<file path="src/rtl/pll_div_search.sv">
module pll_div_search #(
  parameter int FW      = 32,
  parameter int DW      = 8,
  parameter int DIV_W   = 40,
  parameter int DIV_BPC = 4,
  parameter logic [DIV_W-1:0] REF_HZ  = 40'd96_000_000,
  parameter int P2      = 10,
  parameter int N_MIN   = 3,
  parameter int N_MAX   = 8,
  parameter int M1_MIN  = 10,
  parameter int M1_MAX  = 20,
  parameter int M2_MIN  = 5,
  parameter int M2_MAX  = 9,
  parameter int M_MIN   = 70,
  parameter int M_MAX   = 120,
  parameter int P1_MIN  = 1,
  parameter int P1_MAX  = 8,
  parameter int P_MIN   = 5,
  parameter int P_MAX   = 80,
  parameter logic [DIV_W-1:0] VCO_MIN = 40'd1_400_000_000,
  parameter logic [DIV_W-1:0] VCO_MAX = 40'd2_800_000_000,
  parameter logic [DIV_W-1:0] OUT_MIN = 40'd20_000_000,
  parameter logic [DIV_W-1:0] OUT_MAX = 40'd400_000_000,
  parameter logic [FW-1:0] PIX_FLOOR = 32'd25_000_000,
  parameter logic [FW-1:0] PIX_MID   = 32'd50_000_000,
  parameter logic [FW-1:0] PIX_HIGH  = 32'd100_000_000
) (
  input  logic            clk,
  input  logic            rst_n,
  input  logic            start,
  input  logic [FW-1:0]   pix_hz,
  output logic            busy,
  output logic            done,
  output logic            valid,
  output logic            err,
  output logic [2:0]      mult_o,
  output logic [DW-1:0]   n_o,
  output logic [DW-1:0]   m1_o,
  output logic [DW-1:0]   m2_o,
  output logic [DW-1:0]   p1_o,
  output logic [3*DW-1:0] div_word,
  output logic [FW-1:0]   found_hz
);

  localparam int DIV_CYC = DIV_W / DIV_BPC;
  localparam int CW      = $clog2(DIV_CYC + 1);
  localparam int MW      = DW + 4;
  localparam logic [DW-1:0] L_N_MIN  = DW'(N_MIN);
  localparam logic [DW-1:0] L_N_MAX  = DW'(N_MAX);
  localparam logic [DW-1:0] L_M1_MIN = DW'(M1_MIN);
  localparam logic [DW-1:0] L_M1_MAX = DW'(M1_MAX);
  localparam logic [DW-1:0] L_M2_MIN = DW'(M2_MIN);
  localparam logic [DW-1:0] L_M2_MAX = DW'(M2_MAX);
  localparam logic [DW-1:0] L_P1_MIN = DW'(P1_MIN);
  localparam logic [DW-1:0] L_P1_MAX = DW'(P1_MAX);
  localparam logic [DW-1:0] TWO      = DW'(2);

  typedef enum logic [2:0] {
    S_IDLE, S_CHKM, S_VDIV, S_PCHK, S_DDIV, S_NXTP, S_NXTM, S_FIN
  } state_t;

  state_t          state;
  logic [FW-1:0]   tgt;
  logic [2:0]      mult_r;
  logic            low_r;
  logic [DW-1:0]   cn, cm1, cm2, cp1;
  logic [DIV_W-1:0] vco_r;
  logic [FW-1:0]   best_diff;
  logic            have_best;
  logic [DW-1:0]   bn, bm1, bm2, bp1;
  logic [FW-1:0]   bhz;

  logic [DIV_W:0]   d_rem;
  logic [DIV_W-1:0] d_quo;
  logic [DIV_W-1:0] d_den;
  logic [CW-1:0]    d_cnt;
  logic [DIV_W:0]   st_rem;
  logic [DIV_W-1:0] st_quo;

  logic [2:0]      mult_sel;
  logic [MW-1:0]   cand_m, p_val;
  logic            m_ok, p_ok, vco_ok, out_ok, hit, better;
  logic [DIV_W-1:0] tgt_w, diff;

  assign busy = (state != S_IDLE);

  always_comb begin
    if (pix_hz >= PIX_HIGH)     mult_sel = 3'd1;
    else if (pix_hz >= PIX_MID) mult_sel = 3'd2;
    else                        mult_sel = 3'd4;
  end

  assign cand_m = MW'(5) * MW'(cm1) + MW'(cm2);
  assign p_val  = MW'(cp1) * MW'(P2);
  assign m_ok   = (cm1 > cm2) && (cand_m >= MW'(M_MIN)) && (cand_m <= MW'(M_MAX));
  assign p_ok   = (p_val >= MW'(P_MIN)) && (p_val <= MW'(P_MAX));
  assign vco_ok = (d_quo >= VCO_MIN) && (d_quo <= VCO_MAX);
  assign out_ok = (d_quo >= OUT_MIN) && (d_quo <= OUT_MAX);
  assign tgt_w  = DIV_W'(tgt);
  assign diff   = d_quo - tgt_w;
  assign hit    = (d_quo == tgt_w);
  assign better = (d_quo > tgt_w) && (diff < DIV_W'(best_diff));

  always_comb begin
    st_rem = d_rem;
    st_quo = d_quo;
    for (int i = 0; i < DIV_BPC; i++) begin
      st_rem = {st_rem[DIV_W-1:0], st_quo[DIV_W-1]};
      st_quo = {st_quo[DIV_W-2:0], 1'b0};
      if (st_rem >= {1'b0, d_den}) begin
        st_rem    = st_rem - {1'b0, d_den};
        st_quo[0] = 1'b1;
      end
    end
  end

  always_ff @(posedge clk) begin
    if (!rst_n) begin
      state     <= S_IDLE;
      tgt       <= '0;
      mult_r    <= '0;
      low_r     <= 1'b0;
      cn        <= '0;
      cm1       <= '0;
      cm2       <= '0;
      cp1       <= '0;
      vco_r     <= '0;
      best_diff <= '1;
      have_best <= 1'b0;
      bn        <= '0;
      bm1       <= '0;
      bm2       <= '0;
      bp1       <= '0;
      bhz       <= '0;
      d_rem     <= '0;
      d_quo     <= '0;
      d_den     <= '0;
      d_cnt     <= '0;
      done      <= 1'b0;
      valid     <= 1'b0;
      err       <= 1'b0;
      mult_o    <= '0;
      n_o       <= '0;
      m1_o      <= '0;
      m2_o      <= '0;
      p1_o      <= '0;
      div_word  <= '0;
      found_hz  <= '0;
    end else begin
      done <= 1'b0;
      case (state)
        S_IDLE: if (start) begin
          tgt       <= pix_hz * FW'(mult_sel);
          mult_r    <= mult_sel;
          low_r     <= (pix_hz < PIX_FLOOR);
          cn        <= L_N_MIN;
          cm1       <= L_M1_MAX;
          cm2       <= L_M2_MAX;
          best_diff <= '1;
          have_best <= 1'b0;
          state     <= (pix_hz < PIX_FLOOR) ? S_FIN : S_CHKM;
        end
        S_CHKM: begin
          if (m_ok) begin
            d_rem <= '0;
            d_quo <= REF_HZ * DIV_W'(cand_m);
            d_den <= DIV_W'(cn);
            d_cnt <= CW'(DIV_CYC);
            state <= S_VDIV;
          end else begin
            state <= S_NXTM;
          end
        end
        S_VDIV: begin
          if (d_cnt != '0) begin
            d_rem <= st_rem;
            d_quo <= st_quo;
            d_cnt <= d_cnt - CW'(1);
          end else if (vco_ok) begin
            vco_r <= d_quo;
            cp1   <= L_P1_MAX;
            state <= S_PCHK;
          end else begin
            state <= S_NXTM;
          end
        end
        S_PCHK: begin
          if (p_ok) begin
            d_rem <= '0;
            d_quo <= vco_r;
            d_den <= DIV_W'(p_val);
            d_cnt <= CW'(DIV_CYC);
            state <= S_DDIV;
          end else begin
            state <= S_NXTP;
          end
        end
        S_DDIV: begin
          if (d_cnt != '0) begin
            d_rem <= st_rem;
            d_quo <= st_quo;
            d_cnt <= d_cnt - CW'(1);
          end else begin
            state <= S_NXTP;
            if (out_ok && (hit || better)) begin
              bn        <= cn;
              bm1       <= cm1;
              bm2       <= cm2;
              bp1       <= cp1;
              bhz       <= FW'(d_quo);
              best_diff <= FW'(diff);
              have_best <= 1'b1;
              if (hit) state <= S_FIN;
            end
          end
        end
        S_NXTP: begin
          if (cp1 == L_P1_MIN) begin
            state <= S_NXTM;
          end else begin
            cp1   <= cp1 - DW'(1);
            state <= S_PCHK;
          end
        end
        S_NXTM: begin
          state <= S_CHKM;
          if (cm2 != L_M2_MIN) begin
            cm2 <= cm2 - DW'(1);
          end else begin
            cm2 <= L_M2_MAX;
            if (cm1 != L_M1_MIN) begin
              cm1 <= cm1 - DW'(1);
            end else begin
              cm1 <= L_M1_MAX;
              if (cn != L_N_MAX) cn <= cn + DW'(1);
              else state <= S_FIN;
            end
          end
        end
        S_FIN: begin
          done   <= 1'b1;
          err    <= low_r;
          valid  <= have_best && !low_r;
          mult_o <= low_r ? 3'd0 : mult_r;
          if (have_best && !low_r) begin
            n_o      <= bn;
            m1_o     <= bm1;
            m2_o     <= bm2;
            p1_o     <= bp1;
            div_word <= {bn - TWO, bm1 - TWO, bm2 - TWO};
            found_hz <= bhz;
          end else begin
            n_o      <= '0;
            m1_o     <= '0;
            m2_o     <= '0;
            p1_o     <= '0;
            div_word <= '0;
            found_hz <= '0;
          end
          state <= S_IDLE;
        end
        default: state <= S_IDLE;
      endcase
    end
  end

endmodule

</file>
<file path="config.mk">
export PLATFORM = sky130hd
export DESIGN_NAME = pll_div_search
export DESIGN_NICKNAME = d
export VERILOG_FILES = /design/src/rtl/pll_div_search.sv
export SDC_FILE = /design/constraint.sdc
export NUM_CORES = 2
export LEC_CHECK = 0
export BUFFER_PORTS_ARGS = -buffer_cell sky130_fd_sc_hd__buf_4
export CORE_MARGIN = 3
export CORE_UTILIZATION = 30
export CTS_BUF_LIST = sky130_fd_sc_hd__clkbuf_4 sky130_fd_sc_hd__clkbuf_8
export CTS_CLUSTER_SIZE = 16
export DETAILED_ROUTE_END_ITERATION = 6
export HOLD_SLACK_MARGIN = 0.15
export PLACE_DENSITY_LB_ADDON = 0.12
export SLEW_MARGIN = 15
export SYNTH_ARGS = -nofsm -noshare
export SYNTH_HDL_FRONTEND = slang
export SYNTH_SLANG_ARGS = --single-unit
</file>
<file path="constraint.sdc">
create_clock -name clk -period 12.1 [get_ports clk]
set_input_delay 0.605 -clock clk [delete_from_list [all_inputs] [get_ports clk]]
set_output_delay 0.605 -clock clk [all_outputs]
set_load 0.05 [all_outputs]
</file>
# ---- After elaboration in Yosys (flattened, before gate mapping)
# Cells that the tools add are included.
# W data, S select, Z words.
dict set report word_totals {
  regBits 426
  latchBits 0
  ramBits 0
  rom_bits 0
  in_bits 35
  out_inout_bits 95
  elab_cells 192
  mem_count 0
}
dict set report op_classes {
  add_sub_neg 14
  multipliers 4
  n_div 0
  n_lt_le_gt_ge 18
  eq_ne 24
  shifts 0
  mux 71
  bitwise_logic 1
  n_reduce_logical 30
}
# cell count
set op_table {}
lappend op_table {{$mux W40} 12}
lappend op_table {{$pmux W40 S3} 2}
lappend op_table {{$ge A41 B40 Y1} 4}
lappend op_table {{$sub A40 B40 Y40} 4}
lappend op_table {{$mux W32} 4}
lappend op_table {{$mux W8} 16}
lappend op_table {{$pmux W40 S2} 1}
lappend op_table {{$pmux W32 S2} 1}
lappend op_table {{$pmux W8 S2} 4}
lappend op_table {{$eq A40 B32 Y1} 1}
lappend op_table {{$ge A40 B25 Y1 const B} 1}
lappend op_table {{$ge A40 B31 Y1 const B} 1}
lappend op_table {{$gt A40 B32 Y1} 1}
lappend op_table {{$le A40 B29 Y1 const B} 1}
lappend op_table {{$le A40 B32 Y1 const B} 1}
lappend op_table {{$lt A40 B32 Y1} 1}
lappend op_table {{$sub A40 B32 Y40} 1}
lappend op_table {{$mux W3} 13}
lappend op_table {{$ge A32 B26 Y1 const B} 1}
lappend op_table {{$ge A32 B27 Y1 const B} 1}
lappend op_table {{$lt A32 B25 Y1 const B} 1}
lappend op_table {{$mul A32 B3 Y32} 1}
lappend op_table {{$mul A16 B12 Y28 const A} 1}
lappend op_table {{$le A12 B7 Y1 const B} 2}
lappend op_table {{38 further kinds} 86}

# ---- Depth between registers and ports, before layout
dict set report depth {
  depth_word 10
  ltp_mapped 69
  depth_no_buf 59
}

# ---- Least setup slack after synthesis
# OpenSTA, ideal clock, no wires.
dict set report synth_path {
  path_kind {flip-flop to flip-flop}
  start {register d_den[1]}
  end {register d_rem[27]}
  setup_ns 0.117
  arrival_time_ns 12.970
  t_required_ns 11.983
  slack_ns -0.987
  path_stages_with_launch 65
  n_path_buf 9
  period_less_slack_ns 13.087
  cell_sequence {dfxtp_1 inv_1 ha_1 nor2b_1 o31a_1 o21ba_2 a21oi_1 clkbuf_1 nand2_1 clkbuf_1 a21oi_1 ha_1 nor2b_1 o21ai_0 a21bo_2 a21o_1 o211ai_1 a211oi_1 [... 29 more ...] ha_1 nor2b_1 o21ai_0 nand2b_1 a21o_1 a21o_1 a21o_1 a21o_1 a21o_1 a21o_1 nor2b_1 nand2_1 mux2i_1 nor4_1 o21ai_1 buf_2 or4_1 a32o_1}
}
dict set report synth_via {
  elab_chain_cells 10
  word_cells_on_any_way 14
  classes_between {add/sub (4); order compare (4); mux (6)}
}
# element line
set synth_lines {}
lappend synth_lines {{start, declared} 75} ;# logic [DIV_W-1:0] d_den;
lappend synth_lines {{start signal, assigned} 167} ;# d_den <= DIV_W'(cn);
lappend synth_lines {{start signal, assigned} 191} ;# d_den <= DIV_W'(p_val);
lappend synth_lines {{$sub A40 B40 Y40 or $ge A41 B40 Y1 (tied branches)} {111, 110}}
lappend synth_lines {{$mux W40} 110} ;# if (st_rem >= {1'b0, d_den}) begin
lappend synth_lines {{$sub A40 B40 Y40 or $ge A41 B40 Y1 (tied branches)} {111, 110}}
lappend synth_lines {{$mux W40} 110}
lappend synth_lines {{$sub A40 B40 Y40 or $ge A41 B40 Y1 (tied branches)} {111, 110}}
lappend synth_lines {{$mux W40} 110}
lappend synth_lines {{$sub A40 B40 Y40 or $ge A41 B40 Y1 (tied branches)} {111, 110}}
lappend synth_lines {{$mux W40 *} 110}
lappend synth_lines {{$mux W40 *} {175, 199}}
lappend synth_lines {{$pmux W40 S3 *} 151} ;# case (state)
lappend synth_lines {{end signal, assigned} 176} ;# d_rem <= st_rem;
lappend synth_lines {{end signal, assigned} 200} ;# d_rem <= st_rem;
lappend synth_lines {{end, declared} 73} ;# logic [DIV_W:0] d_rem;
# Every way passes the cells marked *; elsewhere a longest branch is shown, timed or not. The select of a mux whose other input is x is not followed.
# A chain may end at the register's enable or synchronous reset.

# ---- Worst setup path in the final report
dict set report layout_path {
  start {register d_den[1]}
  end {register d_rem[35]}
}
# The elaborated chain is that of the path after synthesis.

==> impl_metrics.py <==
metrics = {
    "floorplanning": {
        "core_sq_um": 102600,
        "io_pins": 130,
        "die_y_microns": 328.8,
        "start_util_pct": 30.46,
        "row_count": 117,
        "die_x_microns": 328.8,
        "die_area_sq_um": 108100,
    },
    "routing": {
        "wl_per_cell_microns": 19.27,
        "route.detailed.drc": 0,
        "ant_nets": 0,
        "dr.first_iter.drc_count": 1742,
        "drtPass1Iterations": 5,
        "viasPerCell": 5.100,
        "drt_wl_total_microns": 106900,
        "vias": 28290,
    },
    "synth": {
        "synth_area_leaders": "dfxtp_1, ha_1, fa_1",
        "syn_area_sq_um": 31250,
        "avgSynthCellArea_sq_um": 7.912,
        "ys_types": 107,
        "synthArstFlopShare_pct": 0,
        "synth_top_area_cell": "dfxtp_1",
        "syn-instance-count": 3950,
        "ys_dominant_reg_cell": "dfxtp_1",
        "synth_warnings": 0,
        "netlist.area_leader.share_pct": 25.30,
        "synth_edf_count": 0,
        "ys_seq_area_share_pct": 25.30,
        "synth-seq-cells": 395,
    },
    "global_route": {
        "grt_max_degree": 88,
        "overflow": 0,
        "grt_usage_pct": 19.38,
        "grt_pass1_wl_microns": 165900,
        "antenna_found_initial": 2,
        "grt_pass1_vias": 27680,
    },
    "cts": {
        "clockBufferDepth": 3,
        "clkSinkCount": 395,
        "htreeDepth": 3,
        "clkSlewWorstSetupHoldPaths_ns": 0.06,
        "clkLatencyLatePin_ns": 0.71,
        "cts_tree": "yes",
        "root_buffer": "clkbuf_8",
        "cts_buffers": 77,
    },
    "cells_and_area": {
        "nNetsFinal": 4537,
        "regArea_sq_um": 7909,
        "drive_gt1_share_pct": 12.36,
        "multi_input_comb_area_sq_um": 21290,
        "n_fill_cell": 10950,
        "area_delta_synth_final_pct": 15.83,
    },
    "timing": {
        "final_max_slew_viol_count": 0,
        "final-setup-viol-count": 0,
        "tightestPinTransition_ns": 1.040,
        "clock_skew_ns": 0.04770,
        "layout_min_cycle_time_ns": 11.39,
        "holdWs_ns": 0.3155,
        "setup_slack_ns": 0.7085,
        "fmax_ghz": 0.08778,
        "hold_violations": 0,
        "slew_headroom_pct": 30.64,
        "fin_crit_sh_pct": 94.15,
    },
    "critical_path": {
        "critPathTopFamily": "compound AO/OA/AOI/OAI gates",
        "critPathMostFrequentCell": "a21o_1",
        "path_buf_inv": 7,
        "crit_arrival_ns": 12.02,
        "start_kind": "flip-flop",
        "slowest_delay_ns": 0.35,
        "worstPathRequired_ns": 12.72,
        "path_max_fanout": 17,
        "worst-setup-path-type": "flip-flop to flip-flop",
        "endpoint_kind": "flip-flop",
        "slowest_stage": "dfxtp_2",
    },
    "status": {
        "status": "finished clean",
    },
    "run": {
        "maxCapViolCount": 0,
    },
    "placement": {
        "dp_hpwl_microns": 81160,
        "place_ws_ns": 0.05425,
        "gp_congestion": 0.9026,
        "io_buffers": 129,
    },
    "hold_path": {
        "worstHoldPathType": "primary input to flip-flop",
    },
}
[state kept, by name (all words and copies together) (netlist names), 12 cells and up]
register,count
vco_r,40
found_hz,32
tgt,32
bhz,32
best_diff,32
d_rem,40
d_quo,40
div_word,21
d_den,12
[layer usage]
| layer | track usage (%) | vias to the layer above | wire, microns |
|---|---|---|---|
| met5 | 0 | - | 0 |
| met4 | 5.790 | 0 | 2777 |
| met3 | 2.133 | 143 | 3789 |
| met2 | 31.41 | 550 | 48860 |
| met1 | 26.98 | 13470 | 51450 |
| li1 | - | 14120 | - |
[worst register-to-register path, delay by kind of cell (launching register included)]
| kind | cells | cell delay (ns) |
|---|---|---|
| AOI/OAI and AO/OA | 28 | 5.36 |
| DFF | 1 | 0.35 |
| adders and majority gates | 4 | 1.23 |
| muxes | 1 | 0.13 |
| and+or+nand+nor | 20 | 3.17 |
| buffers and inverters | 7 | 1.03 |
[path summary, 6_finish.rpt]
kind,slack [ns],cells after the start,end,start
worst max-delay path,0.71,60,d_rem[35],d_den[1]
worst min-delay path,0.32,3,state[1],start
worst max register to register,0.71,60,d_rem[35],d_den[1]
worst min register to register,0.45,2,tgt[23],tgt[23]
[Yosys cell counts, types with 100 or more instances]
cell / n
clkbuf_1: 162
a21oi_1: 214
o21ai_0: 183
nor3_1: 136
fa_1: 100
mux2i_1: 113
inv_1: 388
nand2_1: 363
ha_1: 284
nor2_1: 427
xnor2_1: 118
dfxtp_1: 395
[per-stage QoR]
stage	setup TNS (ns)	area, sq um	util (%)	std cells
2_1_floorplan	0	31330	-	3955
3_3_place_gp	0	34360	33.48	5399
3_5_place_dp	0	34360	33.48	5399
4_1_cts	0	36070	35.15	5539
5_1_grt	-0.001357	36200	35.28	5545
6_report	0	36200	35.28	5546
[repair_timing]
| action | in CTS | in global routing |
|---|---|---|
| hold buffers | 2 | 0 |
| cloned | 0 | 1 |
| buffers inserted | 1 | 4 |
| endpoints found under the hold margin | 3 | 0 |
| gates resized for setup | 0 | 16 |
| pin swaps | 1 | 3 |
| endpoints found under the setup margin | 7 | 41 |
[final cells by class]
cell class              instances  area share, %
multi-input cells            2979          58.82
flip-flops and latches        395          21.85
repair buffers                277          5.875
well taps                    1368          4.728
clock buffers                 120          4.199
inverters                     388          4.054
clock inverters                17         0.4631
diodes                          2        0.01382
[logic make-up after synthesis]
| kind of cell | share of synthesized area (%) |
|---|---|
| compound gates | 18.43 |
| xor+xnor | 5.461 |
| fa+ha+maj | 17.77 |
| buf+inv | 7.230 |
| flops | 25.30 |
| mux | 3.799 |
| other cells | 0.01200 |
| simple gates | 21.99 |
[layout by cell type (no fill, tap or decap), drive strengths merged, types with 100 or more instances in the layout]
master	count
a21oi	215
inv	389
nor2	428
dfxtp	395
fa	100
nor3	141
xnor2	118
nand2	364
buf	274
mux2i	113
o21ai	190
clkbuf	121
ha	284
Power is left out: the tool's default activity adds up to more than one toggle a clock period on the data nets, which glitch-free logic cannot reach.
